<file path="src/rtl/whiten_pkg.sv">
package whiten_pkg;
  localparam int unsigned LFSR_W = 9;
  localparam int unsigned TAP    = 5;
  localparam logic [LFSR_W-1:0] SEED = 9'h1FF;
endpackage

</file>
<file path="src/rtl/whiten_lfsr.sv">
module whiten_lfsr #(
  parameter int unsigned W    = whiten_pkg::LFSR_W,
  parameter int unsigned TAP  = whiten_pkg::TAP,
  parameter logic [W-1:0] SEED = whiten_pkg::SEED
) (
  input  logic         clk_i,
  input  logic         rst_ni,
  input  logic         load_i,
  input  logic         step_i,
  output logic         key_o,
  output logic [W-1:0] state_o
);
  logic [W-1:0] q, eff, nxt;

  // a load is visible in the same cycle, so the first bit uses the seed
  assign eff   = load_i ? SEED : q;
  assign key_o = eff[0];
  assign nxt   = step_i ? {eff[0] ^ eff[TAP], eff[W-1:1]} : eff;

  always_ff @(posedge clk_i or negedge rst_ni) begin
    if (!rst_ni) q <= SEED;
    else         q <= nxt;
  end

  assign state_o = q;
endmodule

</file>
<file path="src/rtl/whiten_mix.sv">
module whiten_mix (
  input  logic clk_i,
  input  logic rst_ni,
  input  logic apply_i,
  input  logic key_i,
  input  logic bit_i,
  input  logic vld_i,
  output logic bit_o,
  output logic vld_o
);
  always_ff @(posedge clk_i or negedge rst_ni) begin
    if (!rst_ni) begin
      bit_o <= 1'b0;
      vld_o <= 1'b0;
    end else begin
      bit_o <= bit_i ^ (apply_i & key_i);
      vld_o <= vld_i;
    end
  end
endmodule

</file>
<file path="src/rtl/pkt_whitener.sv">
module pkt_whitener #(
  parameter int unsigned LFSR_W = whiten_pkg::LFSR_W,
  parameter int unsigned TAP    = whiten_pkg::TAP,
  parameter logic [LFSR_W-1:0] SEED = whiten_pkg::SEED
) (
  input  logic clk_i,
  input  logic rst_ni,
  input  logic en_i,
  input  logic sof_i,
  input  logic bit_vld_i,
  input  logic bit_i,
  input  logic region_i,
  output logic bit_o,
  output logic bit_vld_o
);
  logic              key;
  logic              adv;
  logic              apply;
  logic [LFSR_W-1:0] lfsr_q;

  assign adv   = bit_vld_i & region_i;
  assign apply = en_i & region_i;

  whiten_lfsr #(.W(LFSR_W), .TAP(TAP), .SEED(SEED)) u_lfsr (
    .clk_i  (clk_i),
    .rst_ni (rst_ni),
    .load_i (sof_i),
    .step_i (adv),
    .key_o  (key),
    .state_o(lfsr_q)
  );

  whiten_mix u_mix (
    .clk_i  (clk_i),
    .rst_ni (rst_ni),
    .apply_i(apply),
    .key_i  (key),
    .bit_i  (bit_i),
    .vld_i  (bit_vld_i),
    .bit_o  (bit_o),
    .vld_o  (bit_vld_o)
  );
endmodule

</file>
<file path="config.mk">
export PLATFORM = sky130hd
export DESIGN_NAME = pkt_whitener
export DESIGN_NICKNAME = d
export VERILOG_FILES = /design/src/rtl/whiten_pkg.sv /design/src/rtl/whiten_lfsr.sv /design/src/rtl/whiten_mix.sv /design/src/rtl/pkt_whitener.sv
export SDC_FILE = /design/constraint.sdc
export NUM_CORES = 1
export LEC_CHECK = 0
export BUFFER_PORTS_ARGS = -buffer_cell sky130_fd_sc_hd__clkbuf_2
export CORE_AREA = 5 5 42 44
export CTS_BUF_LIST = sky130_fd_sc_hd__clkbuf_16
export CTS_CLUSTER_SIZE = 12
export DETAILED_ROUTE_END_ITERATION = 7
export DIE_AREA = 0 0 47 49
export PLACE_DENSITY = 0.61
export SYNTH_ARGS = -nofsm -noshare
export SYNTH_HDL_FRONTEND = slang
export SYNTH_SLANG_ARGS = --single-unit
</file>
<file path="constraint.sdc">
create_clock -name clk_i -period 0.88 [get_ports clk_i]
set_clock_uncertainty 0.1 [all_clocks]
set_input_delay 0.132 -clock clk_i [delete_from_list [all_inputs] [get_ports clk_i]]
set_output_delay 0.132 -clock clk_i [all_outputs]
set_load 0.01 [all_outputs]
</file>
==> results of run 1 <==
## per-layer routing
metal	up-vias	share of wire	routed length [um]
li1	158	-	-
met1	167	0.51	447
met2	8	0.42	367
met3	0	0.068	59
met4	0	0	0
met5	-	0	0
## flip-flops by register name, indices dropped and copies added (netlist names)
signal / count
u_mix.vld_o: 1
u_mix.bit_o: 1
u_lfsr.state_o: 9
## what timing repair did
action                                  4_1_cts  5_1_grt
pin swaps                                     4        5
endpoints found under the setup margin       12       12
gates resized for setup                       0        4
hold buffers                                  2        0
buffers inserted                              0        0
endpoints found under the hold margin        12        0
## cell families (layout without fill, tap and decap cells)
group,Yosys count,after routing
DFF,11,11
and+or+nand+nor,9,9
buffers and inverters,3,14
xor gates and xnor gates,2,2
AOI/OAI and AO/OA,11,11
## stage by stage
step | instance area (sq um) | power (mW) | utilization | setup TNS [ns] | setup WS [ns]
after global routing | 638.1 | 1.584 | 0.4554 | -1.122 | -0.1669
after CTS | 618.1 | 1.532 | 0.4411 | -0.8842 | -0.1224
final | 638.1 | 1.523 | 0.4554 | -0.8184 | -0.1430
after global placement | 519.2 | 0.7023 | 0.3705 | -0.8618 | -0.1121
after floorplan | 485.5 | 0.6665 | - | -0.2616 | -0.08116
after detailed placement | 519.2 | 0.7032 | 0.3705 | -0.8042 | -0.1228
## power groups by stage
stage | Clock (mW) | Combinational [mW] | Sequential [mW]
2_1_floorplan | 0 | 0.0808 | 0.586
3_3_place_gp | 0 | 0.118 | 0.585
3_5_place_dp | 0 | 0.118 | 0.586
4_1_cts | 0.828 | 0.125 | 0.580
5_1_grt | 0.852 | 0.148 | 0.585
6_report | 0.808 | 0.134 | 0.581
## Yosys cell counts (all sizes together)
master / instances
dfstp: 9
a211o: 8
and3: 8
buf: 2
dfrtp: 2
xnor2: 2
clkbuf: 1
nand2: 1
o211ai: 1
o2bb2ai: 1
o31ai: 1
## final cells by class
class                      count  area share
multi-input combinational     22      0.3020
sequential                    11      0.4490
clock inverter                 1    0.005882
tap                           16     0.03137
timing repair buffer          10     0.09412
clock buffer                   3      0.1176
## worst paths after layout
| check | startpoint | to | slack [ns] | cells past startpoint |
|---|---|---|---|---|
| setup / recovery | u_lfsr.state_o[0] | u_mix.bit_o | -0.14 | 2 |
| hold / removal | bit_vld_i | u_mix.vld_o | 0.07 | 1 |
| setup reg to reg | u_lfsr.state_o[0] | u_mix.bit_o | -0.14 | 2 |
| hold reg to reg | u_lfsr.state_o[8] | u_lfsr.state_o[8] | 0.44 | 2 |
| max in group asynchronous | rst_ni | u_lfsr.state_o[1] | 0.20 | 2 |
| min in group asynchronous | rst_ni | u_mix.bit_o | 0.21 | 2 |
==> impl_metrics.json, run 1 <==
{
  "status": "finished with violations",
  "violations": "negative setup slack",
  "powerDensity_nw_per_um2": 2387,
  "fp.coreArea_sq_um": 1401,
  "die_h_um": 49,
  "nNetsFinal": 55,
  "cts_tree": "yes",
  "fin_crit_sh": 1.162,
  "vias": 333,
  "cts_buffer_depth": 2,
  "worst_path_max_delay_cell": "dfstp_2",
  "multi_input_area_sq_um": 192.7,
  "max_clock_freq_ghz": 0.9775,
  "netlist.top_cell.by_area": "dfstp_2",
  "ir_worst_vdd_mv": 2.116,
  "p_leak_nw": 0.2787,
  "syn_area_sq_um": 485.5,
  "wl_per_cell_um": 13.86,
  "drt_drc_violations_left": 0,
  "grt_pass1_wl_um": 1421,
  "cts.htree.levels": 1,
  "port_buffers": 8,
  "cp_slowest_stage_delay_ns": 0.55,
  "synth_top_cell_area_share": 0.4871,
  "seq_power_share": 0.381,
  "die-area_sq_um": 2303,
  "p_int_mw": 1.227,
  "mostFrequentLayoutCell": "dfstp_2",
  "row_count": 14,
  "maxCapViolCount": 0,
  "synth_adder_area_share": 0,
  "nFillCells": 144,
  "synth-xor-area-share": 0.03608,
  "fin_ws_ns": -0.1430,
  "synthSimpleGateAreaFrac": 0.1263,
  "met2_usage": 0.1199,
  "ff_latch_area_sq_um": 286.5,
  "synth_cell_type_count": 11,
  "clock_power_share": 0.531,
  "use_met1": 0.1091,
  "critPathKind": "reg2reg",
  "synth.avg_cell_area_sq_um": 13.49,
  "crit_family": "flip-flops",
  "grt_max_degree": 12,
  "yosys_warnings": 0,
  "tightest_slew_ns": 0.2760,
  "cts.root.buffer_cell": "clkbuf_16",
  "synth_top_cells_by_area": "dfstp_2, a211o_1, and3_1, dfrtp_1, buf_6",
  "start_util": 0.3464,
  "rsz0062_at_grt": "yes",
  "antenna_left": 0,
  "fin_crit_ns": 1.023,
  "slew_headroom": 0.8160,
  "swShare": 0.1943,
  "grt_usage": 0.08470,
  "critPathMaxFanout": 3,
  "path_clk_slew_ns": 0.04,
  "synth_top_family_by_area": "compound AO/OA/AOI/OAI gates",
  "hold_ws_ns": 0.06669,
  "finalNonFillerCells": 63,
  "top_usage_layer": "met2",
  "synthToLayoutAreaGrowth_pct": 31.44,
  "yosysSeqAreaShare": 0.5902,
  "antenna_found_initial": 0,
  "worst-path-buf-inv": 0,
  "antennaDiodeCount": 0,
  "place_congestion": 0.6924,
  "dieWidth_um": 47,
  "wirelength_um": 873,
  "hp-class": "in2reg",
  "insertion_delay_ns": 0.24,
  "mostFrequentLayoutCells": "dfstp_2, a211o_1, clkbuf_2",
  "grt-ovfl-total": 0,
  "hold_viol": 0,
  "setup_viol": 12,
  "grtUsageMet3": 0.05535,
  "synthMuxAreaShare": 0,
  "drive_gt1_frac": 0.5319,
  "pwr-share-comb": 0.088,
  "p_sw_uw": 295.9,
  "slew_viol_final": 0,
  "critPathArrivalTime_ns": 1.04,
  "hpwl_um": 564.4,
  "synth_nets": 43,
  "worstPathCellList": "o211ai_1 > xnor2_1",
  "grt_pass1_vias": 318,
  "cp-end-kind": "flip-flop",
  "clock-sinks": 11,
  "drtPass1Iterations": 2,
  "syn-instance-count": 36,
  "dp_cells": 57,
  "dr.first_iter.drc_count": 2,
  "avgViaCountPerCell": 5.286,
  "worstSetupStartpointType": "flip-flop",
  "pin_count": 9,
  "synth-compound-area-share": 0.1933,
  "required_ns": 0.90,
  "synth.ff_latch_count": 11,
  "cts_buffers": 3
}
No activity file was read; power rests on OpenSTA's default activity.
==> run 2, diff against run 1 <==
Settings changed: CORE_AREA 5 5 42 44 to 2 2 39 41, DIE_AREA 0 0 47 49 to 0 0 41 43.
==> run 2 against run 1 <==
The run still ends with negative setup slack left; critical endpoint unchanged; largest power group unchanged; highest routed layer is now met4; register-to-register slack is essentially flat; utilization grew 0.76 points; cell count grew 1.6%.
==> impl_metrics.json, run 2 (synthesized netlist as in run 1, its figures left out) <==
{
  "status": "finished with violations",
  "worst_path_max_delay_cell": "dfstp_2",
  "fin_ws_ns": -0.1440,
  "drt_drc_violations_left": 0,
  "slew_viol_final": 0,
  "cp_slowest_stage_delay_ns": 0.54,
  "fin_util": 0.4629,
  "dieWidth_um": 41,
  "cts_buffers": 3,
  "start_util": 0.3508,
  "p_leak_nw": 0.2842,
  "cts_buffer_depth": 2,
  "drive_gt1_frac": 0.5208,
  "antenna_found_initial": 0,
  "rr_startpoint": "u_lfsr.state_o[0]",
  "port_buffers": 8,
  "worstSetupStartpointType": "flip-flop",
  "drtPass1Iterations": 2,
  "max_clock_freq_ghz": 0.9765,
  "critPathArrivalTime_ns": 1.04,
  "grt_pass1_vias": 334,
  "critPathMaxFanout": 3,
  "path_clk_slew_ns": 0.04,
  "avgViaCountPerCell": 5.219,
  "r2r-end": "u_mix.bit_o",
  "die-area_sq_um": 1763,
  "dr.first_iter.drc_count": 4,
  "clock-sinks": 11,
  "critPathKind": "reg2reg",
  "wirelength_um": 963,
  "die_h_um": 43,
  "cts_tree": "yes",
  "violations": "negative setup slack",
  "largest_register_ffs": 9,
  "mostFrequentLayoutCell": "dfstp_2",
  "grt_max_degree": 12,
  "maxCapViolCount": 0,
  "synthToLayoutAreaGrowth_pct": 31.96,
  "tightest_slew_ns": 0.2718,
  "wl_per_cell_um": 15.05,
  "antennaDiodeCount": 0,
  "dp_cells": 57,
  "grt_usage": 0.1333,
  "pin_count": 9,
  "cts.htree.levels": 1,
  "antenna_left": 0,
  "slew_headroom": 0.8188,
  "mostFrequentLayoutCells": "dfstp_2, a211o_1, clkbuf_2",
  "grt-ovfl-total": 0,
  "place_congestion": 0.6649,
  "r2r_slack_ns": -0.14,
  "vias": 334,
  "crit_family": "flip-flops",
  "min_path_cells": 1,
  "min_to": "u_mix.vld_o",
  "worst-path-buf-inv": 0,
  "hp-class": "in2reg",
  "fin_crit_ns": 1.024,
  "row_count": 14,
  "fp.coreArea_sq_um": 1384,
  "grt_pass1_wl_um": 1490,
  "required_ns": 0.90,
  "worstPathCellList": "o211ai_1 > xnor2_1",
  "powerDensity_nw_per_um2": 2393,
  "min_from": "bit_vld_i",
  "cts.root.buffer_cell": "clkbuf_16",
  "tns_ns": -0.8635,
  "finalNonFillerCells": 64,
  "rsz0062_at_grt": "yes",
  "ir_worst_vdd_mv": 1.334,
  "insertion_delay_ns": 0.24,
  "fin_crit_sh": 1.164,
  "hold_viol": 0,
  "rr_worst_depth": 2,
  "cp-end-kind": "flip-flop",
  "finalPower_mw": 1.533,
  "setup_viol": 12,
  "nNetsFinal": 56,
  "post-place-ws_ns": -0.1175
}
==> run 2: cell count changes in the layout (fill, tap and decap cells not counted) <==
cell,change
and3_1,+1
and3_4,-1
buf_4,+1
==> run 2: cell type report <==
| class | count | area (sq um) |
|---|---|---|
| Fill cell | 128 | 743.2 |
| Sequential cell | 11 | 286.5 |
| Multi-Input combinational cell | 22 | 187.7 |
| Clock buffer | 3 | 75.07 |
| Timing Repair Buffer | 11 | 67.56 |
| Tap cell | 16 | 20.02 |
| Clock inverter | 1 | 3.754 |
==> run 2: timing repair <==
action / CTS / global route
buffers inserted: 1 / 0
gates cloned: 0 / 0
hold buffers: 2 / 0
hold endpoints to repair: 12 / 0
gates resized for setup: 0 / 3
pin swaps: 6 / 6
endpoints found under the setup margin: 12 / 12
==> run 2: worst max path at each step <==
stage	from	endpoint	slack, ns	cells after the start
final	u_lfsr.state_o[0]	u_mix.bit_o	-0.14	2
after CTS	u_lfsr.state_o[0]	u_mix.bit_o	-0.13	2
after global routing	u_lfsr.state_o[5]	u_lfsr.state_o[8]	-0.17	2
after detailed placement	u_lfsr.state_o[0]	u_mix.bit_o	-0.12	2
after floorplan	u_lfsr.state_o[0]	u_mix.bit_o	-0.08	2
after global placement	u_lfsr.state_o[5]	u_lfsr.state_o[8]	-0.1	2
==> run 2: power breakdown <==
part | internal (mW) | leakage, nW | switching [mW] | total [mW]
Combinational | 0.0696 | 0.124 | 0.0675 | 0.137
Sequential | 0.563 | 0.118 | 0.0175 | 0.581
Clock | 0.596 | 0.0423 | 0.219 | 0.815
==> run 2: through the flow <==
| stage | instance area, sq um | hold WS [ns] |
|---|---|---|
| 2_1_floorplan | 485.5 | -0.2636 |
| 3_3_place_gp | 519.2 | -0.08191 |
| 3_5_place_dp | 519.2 | -0.07917 |
| 4_1_cts | 625.6 | 0.05577 |
| 5_1_grt | 640.6 | 0.08095 |
| 6_report | 640.6 | 0.07788 |
==> run 2: layer usage <==
layer	global-route usage	vias up	routed length [um]
li1	-	161	-
met1	0.1711	162	409
met2	0.1750	9	479
met3	0.07853	2	62
met4	0.06000	0	11
met5	0	-	0
==> run 2: worst reg2reg max path, cell delays in order, from the launching register on <==
cell      delay [ns]
dfstp_2         0.54
o211ai_1        0.11
xnor2_1         0.15
==> run 3, diff against run 2 <==
Settings changed: PLACE_DENSITY 0.61 to 0.59.
Clock period 0.88 ns to 1.1 ns, I/O delays scaled along.
==> run 3 against run 2 <==
The run now ends clean; highest routed layer unchanged; hold slack worse by 0.054 ns; cell count shrank 3.1%; largest cell class unchanged; non-clock buffer count is 2 lower.
==> impl_metrics.json, run 3 (synthesized netlist as in run 1, its figures left out) <==
{
  "status": "finished clean",
  "post_cts_buffers": 0,
  "grt-ovfl-total": 0,
  "critPathMaxFanout": 3,
  "slew_headroom": 0.8229,
  "grt_pass1_vias": 290,
  "drtPass1Iterations": 4,
  "hold_viol": 0,
  "die-area_sq_um": 1763,
  "cts_tree": "yes",
  "cp-end-kind": "flip-flop",
  "largest_register_ffs": 9,
  "drive_gt1_frac": 0.4565,
  "required_ns": 1.12,
  "nNetsFinal": 54,
  "antennaDiodeCount": 0,
  "slew_viol_final": 0,
  "fin_crit_sh": 0.9191,
  "rr_worst_depth": 2,
  "vias": 323,
  "pin_count": 9,
  "critPathArrivalTime_ns": 1.03,
  "antenna_found_initial": 0,
  "post-place-ws_ns": 0.09039,
  "cts.root.buffer_cell": "clkbuf_16",
  "critPathKind": "reg2reg",
  "worstSetupStartpointType": "flip-flop",
  "cts_buffer_depth": 2,
  "wl_per_cell_um": 14.19,
  "cts.htree.levels": 1,
  "start_util": 0.3508,
  "grt_max_degree": 12,
  "port_buffers": 8,
  "fp.coreArea_sq_um": 1384,
  "avgViaCountPerCell": 5.210,
  "ir_worst_vdd_mv": 0.7832,
  "place_congestion": 0.7290,
  "mostFrequentLayoutCells": "dfstp_2, and3_1, a211o_1, clkbuf_2, clkbuf_16",
  "cts_buffers": 3,
  "cp.depth": 2,
  "hp-class": "in2reg",
  "grt_pass1_wl_um": 1345,
  "die_h_um": 43,
  "crit_family": "flip-flops",
  "synthToLayoutAreaGrowth_pct": 25.26,
  "clock-sinks": 11,
  "post_cts_resized": 0,
  "fin_crit_ns": 1.011,
  "min_path_cells": 2,
  "antenna_left": 0,
  "tns_ns": 0,
  "insertion_delay_ns": 0.24,
  "max_clock_freq_ghz": 0.9891,
  "worst-path-buf-inv": 0,
  "dr.first_iter.drc_count": 8,
  "worstPathCellList": "o211ai_1 > xnor2_1",
  "dieWidth_um": 41,
  "drt_drc_violations_left": 0,
  "p_leak_nw": 0.2794,
  "cp_slowest_stage_delay_ns": 0.55,
  "mostFrequentLayoutCell": "dfstp_2",
  "tightest_slew_ns": 0.2657,
  "row_count": 14,
  "worst_path_max_delay_cell": "dfstp_2",
  "hpwl_um": 566,
  "grt_usage": 0.1222,
  "powerDensity_nw_per_um2": 1978,
  "setup_viol": 0,
  "maxCapViolCount": 0,
  "wirelength_um": 880,
  "fin_ws_ns": 0.08903,
  "cts_hold_buffers": 1,
  "path_clk_slew_ns": 0.04,
  "rsz0062_at_grt": "no"
}
[run 3: cell count changes in the layout (fill, tap and decap cells not counted), sizes merged]
cell	delta
buf	-1
dlygate4sd3	-1
[run 3: routing by layer]
metal / GRT usage / part of all wire / vias to the layer above
met1: 0.1650 / 0.47 / 156
met2: 0.1375 / 0.44 / 11
li1: - / - / 154
met5: 0 / 0 / -
met3: 0.06283 / 0.075 / 2
met4: 0.1000 / 0.010 / 0
[run 3: area by class of cell]
type                            count  area, sq um
Tap cell                           16        20.02
Clock buffer                        3        75.07
Sequential cell                    11        286.5
Clock inverter                      1        3.754
Fill cell                         134        775.7
Multi-Input combinational cell     22        172.7
Timing Repair Buffer                9        50.05
[run 3: through the flow]
stage                 util  hold WS (ns)  power, mW  instance area (sq um)  std cells
floorplan                -       -0.2306     0.5331                  485.5         36
global placement    0.3752      -0.05399     0.5585                  519.2         57
detailed placement  0.3752      -0.05138     0.5627                  519.2         57
CTS                 0.4394       0.02390      1.226                  608.1         62
global route        0.4394       0.02443      1.256                  608.1         62
finish              0.4394       0.02390      1.203                  608.1         62
[run 3: where the power goes]
part / total (mW) / leakage, nW / internal [mW] / switching (mW)
Sequential: 0.464 / 0.118 / 0.451 / 0.0134
Clock: 0.642 / 0.0423 / 0.476 / 0.166
Combinational: 0.0966 / 0.119 / 0.0454 / 0.0512
[run 3: worst reg2reg max path: cells and delay by family, from the launching register on]
family	cells	cell delay, ns
flip-flops	1	0.55
AO/OA/AOI/OAI	1	0.10
XOR/XNOR	1	0.14
[run 3: path summary, 6_finish.rpt]
check	start	endpoint	slack [ns]
worst min register to register	u_lfsr.state_o[8]	u_lfsr.state_o[8]	0.45
max in group asynchronous	rst_ni	u_lfsr.state_o[0]	0.40
worst min-delay path	bit_i	u_mix.bit_o	0.02
min in group asynchronous	rst_ni	u_mix.vld_o	0.24
worst max-delay path	u_lfsr.state_o[0]	u_mix.bit_o	0.09
worst max register to register	u_lfsr.state_o[0]	u_mix.bit_o	0.09
